==> src/rtl/gcr_pkg.sv <==
package gcr_pkg;
  localparam int WORD_W = 16;
  localparam int BYTE_W = 8;
  localparam int FLD_W  = 2;
  localparam int FLDS_PER_GRP = BYTE_W / FLD_W;
  localparam logic [FLD_W-1:0] FLD_KEEP  = 2'b00;
  localparam logic [FLD_W-1:0] FLD_OUT   = 2'b01;
  localparam logic [FLD_W-1:0] FLD_IN    = 2'b10;
  localparam logic [FLD_W-1:0] FLD_IN_PU = 2'b11;
endpackage

==> src/rtl/gcr_sync_edge.sv <==
module gcr_sync_edge #(
  parameter logic RST_VAL = 1'b0
) (
  input  logic clk,
  input  logic rst_n,
  input  logic d,
  output logic lvl,
  output logic chg
);
  logic s1_q, s2_q, s3_q;
  logic s1_d, s2_d, s3_d;

  always_comb begin
    s1_d = d;
    s2_d = s1_q;
    s3_d = s2_q;
  end

  always_ff @(posedge clk or negedge rst_n) begin
    if (!rst_n) begin
      s1_q <= RST_VAL;
      s2_q <= RST_VAL;
      s3_q <= RST_VAL;
    end else begin
      s1_q <= s1_d;
      s2_q <= s2_d;
      s3_q <= s3_d;
    end
  end

  assign lvl = s2_q;
  assign chg = s2_q ^ s3_q;
endmodule

==> src/rtl/gcr_shifter.sv <==
module gcr_shifter
  import gcr_pkg::*;
(
  input  logic              clk,
  input  logic              rst_n,
  input  logic              shift_en,
  input  logic              sdi,
  input  logic              out_en,
  input  logic              load_en,
  input  logic [BYTE_W-1:0] load_byte,
  output logic [WORD_W-1:0] word,
  output logic              sdo
);
  logic [WORD_W-1:0] sh_q, sh_d;
  logic              sdo_q, sdo_d;

  always_comb begin
    sh_d  = sh_q;
    sdo_d = sdo_q;
    if (shift_en)
      sh_d = {sh_q[WORD_W-2:0], sdi};
    else if (load_en)
      sh_d = {sh_q[WORD_W-1:BYTE_W], load_byte};
    if (out_en)
      sdo_d = sh_q[WORD_W-1];
  end

  always_ff @(posedge clk or negedge rst_n) begin
    if (!rst_n) begin
      sh_q  <= '0;
      sdo_q <= 1'b0;
    end else begin
      sh_q  <= sh_d;
      sdo_q <= sdo_d;
    end
  end

  assign word = sh_q;
  assign sdo  = sdo_q;
endmodule

==> src/rtl/gcr_cfg_regs.sv <==
module gcr_cfg_regs
  import gcr_pkg::*;
#(
  parameter int NUM_GROUPS = 7,
  localparam int GRP_W  = (NUM_GROUPS > 1) ? $clog2(NUM_GROUPS) : 1,
  localparam int NPORTS = NUM_GROUPS * FLDS_PER_GRP
) (
  input  logic              clk,
  input  logic              rst_n,
  input  logic              wr_en,
  input  logic [GRP_W-1:0]  wr_grp,
  input  logic [BYTE_W-1:0] wr_byte,
  input  logic [GRP_W-1:0]  rd_grp,
  output logic [BYTE_W-1:0] rd_byte,
  output logic [NPORTS-1:0] out_en,
  output logic [NPORTS-1:0] pull_en
);
  logic [NPORTS-1:0][FLD_W-1:0] fld_q, fld_d;

  always_comb begin
    fld_d = fld_q;
    for (int g = 0; g < NUM_GROUPS; g++) begin
      for (int k = 0; k < FLDS_PER_GRP; k++) begin
        if (wr_en && (wr_grp == GRP_W'(g)) &&
            (wr_byte[FLD_W*k +: FLD_W] != FLD_KEEP))
          fld_d[FLDS_PER_GRP*g + k] = wr_byte[FLD_W*k +: FLD_W];
      end
    end
  end

  always_comb begin
    rd_byte = '0;
    for (int g = 0; g < NUM_GROUPS; g++) begin
      if (rd_grp == GRP_W'(g)) begin
        for (int k = 0; k < FLDS_PER_GRP; k++)
          rd_byte[FLD_W*k +: FLD_W] = fld_q[FLDS_PER_GRP*g + k];
      end
    end
  end

  always_ff @(posedge clk or negedge rst_n) begin
    if (!rst_n) begin
      for (int i = 0; i < NPORTS; i++) fld_q[i] <= FLD_IN;
    end else begin
      fld_q <= fld_d;
    end
  end

  for (genvar i = 0; i < NPORTS; i++) begin : g_port
    assign out_en[i]  = (fld_q[i] == FLD_OUT);
    assign pull_en[i] = (fld_q[i] == FLD_IN_PU);

    assert_no_reserved_R6: assert property (@(posedge clk) disable iff (!rst_n)
      fld_q[i] != FLD_KEEP);
  end

  assert_hold_no_write_R7: assert property (@(posedge clk) disable iff (!rst_n)
    !wr_en |=> $stable(fld_q));
endmodule

==> src/rtl/gcr_top.sv <==
module gcr_top
  import gcr_pkg::*;
#(
  parameter int NUM_GROUPS = 7,
  parameter int FIRST_ADDR = 9,
  localparam int NPORTS = NUM_GROUPS * FLDS_PER_GRP,
  localparam int GRP_W  = (NUM_GROUPS > 1) ? $clog2(NUM_GROUPS) : 1,
  localparam int ADDR_W = BYTE_W - 1
) (
  input  logic              clk,
  input  logic              rst_n,
  input  logic              ser_clk,
  input  logic              ser_cs_n,
  input  logic              ser_din,
  output logic              ser_dout,
  output logic [NPORTS-1:0] port_out_en,
  output logic [NPORTS-1:0] port_pull_en
);
  logic [1:0] rst_pipe_q;
  logic       rst_int_n;

  always_ff @(posedge clk or negedge rst_n) begin
    if (!rst_n) rst_pipe_q <= '0;
    else        rst_pipe_q <= {rst_pipe_q[0], 1'b1};
  end
  assign rst_int_n = rst_pipe_q[1];

  logic sclk_lvl, sclk_chg, cs_lvl, cs_chg;
  logic [1:0] din_q;

  gcr_sync_edge #(.RST_VAL(1'b0)) u_sclk_sync (
    .clk(clk), .rst_n(rst_int_n), .d(ser_clk), .lvl(sclk_lvl), .chg(sclk_chg));
  gcr_sync_edge #(.RST_VAL(1'b1)) u_cs_sync (
    .clk(clk), .rst_n(rst_int_n), .d(ser_cs_n), .lvl(cs_lvl), .chg(cs_chg));

  always_ff @(posedge clk or negedge rst_int_n) begin
    if (!rst_int_n) din_q <= '0;
    else            din_q <= {din_q[0], ser_din};
  end

  logic sclk_rise, sclk_fall, cs_low, cs_rise;
  assign sclk_rise = sclk_chg & sclk_lvl;
  assign sclk_fall = sclk_chg & ~sclk_lvl;
  assign cs_low    = ~cs_lvl;
  assign cs_rise   = cs_chg & cs_lvl;

  logic [WORD_W-1:0] word;
  logic [BYTE_W-1:0] cmd, data, rd_byte, ld_byte;
  logic [ADDR_W-1:0] addr, addr_off;
  logic              is_read, in_rng, wr_en, ld_en;

  always_comb begin
    cmd      = word[WORD_W-1:BYTE_W];
    data     = word[BYTE_W-1:0];
    is_read  = cmd[BYTE_W-1];
    addr     = cmd[ADDR_W-1:0];
    addr_off = addr - ADDR_W'(FIRST_ADDR);
    in_rng   = (addr >= ADDR_W'(FIRST_ADDR)) &&
               (addr < ADDR_W'(FIRST_ADDR + NUM_GROUPS));
    wr_en    = cs_rise && !is_read && in_rng;
    ld_en    = cs_rise && is_read;
    ld_byte  = in_rng ? rd_byte : '0;
  end

  gcr_shifter u_shift (
    .clk(clk), .rst_n(rst_int_n),
    .shift_en(sclk_rise & cs_low), .sdi(din_q[1]),
    .out_en(sclk_fall & cs_low),
    .load_en(ld_en), .load_byte(ld_byte),
    .word(word), .sdo(ser_dout));

  gcr_cfg_regs #(.NUM_GROUPS(NUM_GROUPS)) u_cfg (
    .clk(clk), .rst_n(rst_int_n),
    .wr_en(wr_en), .wr_grp(addr_off[GRP_W-1:0]), .wr_byte(data),
    .rd_grp(addr_off[GRP_W-1:0]), .rd_byte(rd_byte),
    .out_en(port_out_en), .pull_en(port_pull_en));

  assert_word_hold_R1: assert property (@(posedge clk) disable iff (!rst_int_n)
    (!cs_low && !cs_rise) |=> $stable(word));

  assert_dout_on_fall_R2: assert property (@(posedge clk) disable iff (!rst_int_n)
    !(sclk_fall && cs_low) |=> $stable(ser_dout));

  assert_dout_known_R3: assert property (@(posedge clk) disable iff (!rst_int_n)
    !$isunknown(ser_dout));

  assert_read_keeps_cmd_R8: assert property (@(posedge clk) disable iff (!rst_int_n)
    ld_en |=> (word[WORD_W-1:BYTE_W] == $past(cmd)));

  assert_read_no_cfg_R8: assert property (@(posedge clk) disable iff (!rst_int_n)
    ld_en |=> ($stable(port_out_en) && $stable(port_pull_en)));
endmodule

==> config.mk <==
export PLATFORM = sky130hd
export DESIGN_NAME = gcr_top
export DESIGN_NICKNAME = d
export VERILOG_FILES = /design/src/rtl/gcr_pkg.sv /design/src/rtl/gcr_sync_edge.sv /design/src/rtl/gcr_shifter.sv /design/src/rtl/gcr_cfg_regs.sv /design/src/rtl/gcr_top.sv
export SDC_FILE = /design/constraint.sdc
export NUM_CORES = 1
export LEC_CHECK = 0
export CORE_MARGIN = 4
export CORE_UTILIZATION = 55
export DETAILED_ROUTE_END_ITERATION = 8
export HOLD_SLACK_MARGIN = 0.03
export PLACE_DENSITY = 0.8
export SYNTH_ARGS = -nofsm -noshare
export SYNTH_HDL_FRONTEND = slang
export SYNTH_SLANG_ARGS = --single-unit
==> constraint.sdc <==
create_clock -name clk -period 3 [get_ports clk]
set_clock_uncertainty 0.1 [all_clocks]
set_input_delay 0.45 -clock clk [delete_from_list [all_inputs] [get_ports clk]]
set_output_delay 0.45 -clock clk [all_outputs]
set_load 0.01 [all_outputs]
==> out/qor.txt <==
synthesis-to-layout area growth: 18.8%
iteration count of the initial detailed-routing pass: 6
Max stage delay cell, worst path: nor4_4
YS warnings: 0
RePlAce Congestion: 0.814
CTS tree: done
max_cap viols: 0
Hold Vio Cnt, Final: 0
status: finished clean
WL met3: 602 um
CP delay by family, top: simple AND/OR/NAND/NOR gates
Ports: 62
post-synth cell types: 36
CP Launch Type: flop
total grt overflow: 0
Storage cell area: 2120 um^2
max incr delay on CP: 0.96 ns
CP Cell Sequence: nand2b_1 > nor4_4 > nand2_1 > a22o_1
Power Density: 428 nW/um^2
Setup Buffers After CTS: 0
clock root cell: clkbuf_8
FP Rows: 32
initial core utilization: 0.562
routed vias/inst: 5.81
placed wire-length estimate: 6.59 mm
Pins Over Slew Limit: 0
sequential-to-total area share from yosys stat: 0.490
Peak VDD IR: 315 uV
highest metal layer with signal wires: met4
cell leakage power: 2.02 nW
# resized after CTS: 0
relative slew slack: 0.350
Data required, critical path: 3.13 ns
WL/cell: 17.0 um
number of setup violations in the final report: 0
Mapped Nets: 406
fmax: 0.401 GHz
Max clock buf depth: 2
Mapped Area: 4320 um^2
HP Class: in2async
Worst Tran Pin Value: 0.975 ns
Power Total: 2.20 mW
worst-skew pair later-pin latency: 0.34 ns
number of global-route vias before repair: 3048
Synth top area share: 0.301
DRT iter0 DRCs: 214
initial antenna violation count: 0
ANT cells: 0
share of layout cells above drive strength 1: 0.183
Post-Route WL: 9.45 mm
Clock Pin Slew Worst Setup and Hold Paths: 0.07 ns
H-tree levels: 3
crit-path max FO: 16
synth top area cells: dfrtp_1 (30%), dfstp_2 (19%), a22o_1 (11%)
die height: 96.6 um
Antenna Nets Post-Route: 0
Tmin final: 2.49 ns
# DRC: 0
CTS Sinks: 83
via count: 3231
input/output buffers: 61
CTS buffer count: 9
largest net degree at the start of global routing: 82
syn_area_per_cell: 10.8 um^2
DR WL met2: 4.48 mm
Die ar.: 9340 um^2
RSZ-0062 raised after global routing: no
Nets: 454
M1 WL: 4.24 mm
element type at the critical path end: flop
largest area contributor in the netlist: dfrtp_1
All-Layer GR Usage: 0.208
most common cell after layout, fill and taps aside: nand2_1
worst path buffer plus inverter count: 0
first-pass GRT wire length: 15.9 mm
final period utilization: 0.831
Die Wd: 96.6 um
setup TNS: 0 ns
CP arrival: 2.63 ns
commonest cells after routing, fill and taps aside: nand2_1 (63), clkdlybuf4s50_1 (61), a22o_1 (56)
area occupied by multi-input gates: 1980 um^2
CORE AREA: 7690 um^2
Mapped Cells: 401
register bit total from synthesis: 83
critical path class: reg2reg
Hold Buf Count CTS: 0
# fillers: 612
[cell usage after synthesis]
| master | instances |
|---|---|
| nand2_1 | 63 |
| a22o_1 | 56 |
| dfrtp_1 | 52 |
| dfstp_2 | 31 |
| nor2b_1 | 31 |
| and2_1 | 28 |
| clkbuf_1 | 14 |
| mux2_2 | 10 |
| a22oi_1 | 8 |
| buf_1 | 8 |
| buf_6 | 8 |
| nand2b_1 | 8 |
| o31ai_1 | 8 |
| nand3b_1 | 7 |
| nor2_1 | 7 |
| nor4_4 | 7 |
| o21ai_0 | 7 |
| a21oi_1 | 6 |
| mux2i_1 | 6 |
| o211ai_1 | 6 |
| o221ai_1 | 6 |
| buf_4 | 4 |
| buf_2 | 3 |
| a221oi_1 | 2 |
| inv_1 | 2 |
| mux4_2 | 2 |
| or3b_2 | 2 |
| a31oi_1 | 1 |
| conb_1 | 1 |
| nand3_1 | 1 |
| nor3b_1 | 1 |
| nor3b_2 | 1 |
| o311ai_1 | 1 |
| or2_2 | 1 |
| or3_1 | 1 |
| or4b_4 | 1 |
[sequential cells by signal, indices dropped and copies added, names as in the netlist]
register and cells:
u_cs_sync.s3_q 1, u_shift.sdo 1, u_sclk_sync.lvl 1, u_sclk_sync.s3_q 1
u_cfg.fld_q 56, u_cs_sync.s1_q 1, rst_pipe_q 2, u_cs_sync.lvl 1
u_shift.word 16, u_sclk_sync.s1_q 1, din_q 2
[path summary, 6_finish.rpt]
check | to | cells past startpoint | slack (ns) | from
hold / removal | rst_pipe_q[1] | 1 | 0.16 | rst_n
min in group clk | u_sclk_sync.lvl | 0 | 0.26 | u_sclk_sync.s1_q
hold reg to reg | u_sclk_sync.lvl | 0 | 0.26 | u_sclk_sync.s1_q
max in group asynchronous | u_cfg.fld_q[50] | 1 | 1.76 | rst_pipe_q[1]
setup reg to reg | u_cfg.fld_q[38] | 4 | 0.51 | u_cs_sync.lvl
setup / recovery | u_cfg.fld_q[38] | 4 | 0.51 | u_cs_sync.lvl
[logic make-up (layout without fill, tap and decap cells)]
| kind of cell | Yosys count | count (layout) | share of synthesized area |
|---|---|---|---|
| AO/OA/AOI/OAI | 101 | 101 | 0.187 |
| other | 1 | 1 | 0.000868 |
| multiplexers | 18 | 18 | 0.0504 |
| flip-flops | 83 | 83 | 0.490 |
| AND/OR/NAND/NOR | 159 | 159 | 0.220 |
| buffers and inverters | 39 | 92 | 0.0521 |
[per-layer routing]
metal,global-route usage,up-vias
met2,0.322,131
met3,0.0274,12
li1,-,1531
met5,0,-
met4,0.0626,0
met1,0.306,1557
[cell type report]
| type | count | area share |
|---|---|---|
| Multi-Input combinational cell | 279 | 0.386 |
| Timing Repair Buffer | 74 | 0.138 |
| Clock inverter | 1 | 0.000975 |
| Tap cell | 102 | 0.0249 |
| Clock buffer | 15 | 0.0363 |
| Sequential cell | 83 | 0.413 |
| Inverter | 2 | 0.00146 |
[per-stage QoR]
| stage | cells | setup WS (ns) | utilization | hold slack (ns) | area (um^2) |
|---|---|---|---|---|---|
| floorplan | 401 | 0.471 | - | 0.0544 | 4320 |
| global placement | 540 | 0.628 | 0.643 | 0.234 | 4940 |
| detailed placement | 540 | 0.508 | 0.643 | 0.239 | 4940 |
| CTS | 556 | 0.478 | 0.667 | 0.153 | 5130 |
| global route | 556 | 0.329 | 0.667 | 0.152 | 5130 |
| finish | 556 | 0.507 | 0.667 | 0.162 | 5130 |
[power breakdown]
part | switching (mW) | internal, mW | leakage (nW) | total (mW)
Combinational | 0.0883 | 0.0587 | 0.899 | 0.147
Sequential | 0.130 | 1.15 | 1.02 | 1.28
Clock | 0.374 | 0.392 | 0.0997 | 0.766
No activity file was read; power rests on OpenSTA's default activity.
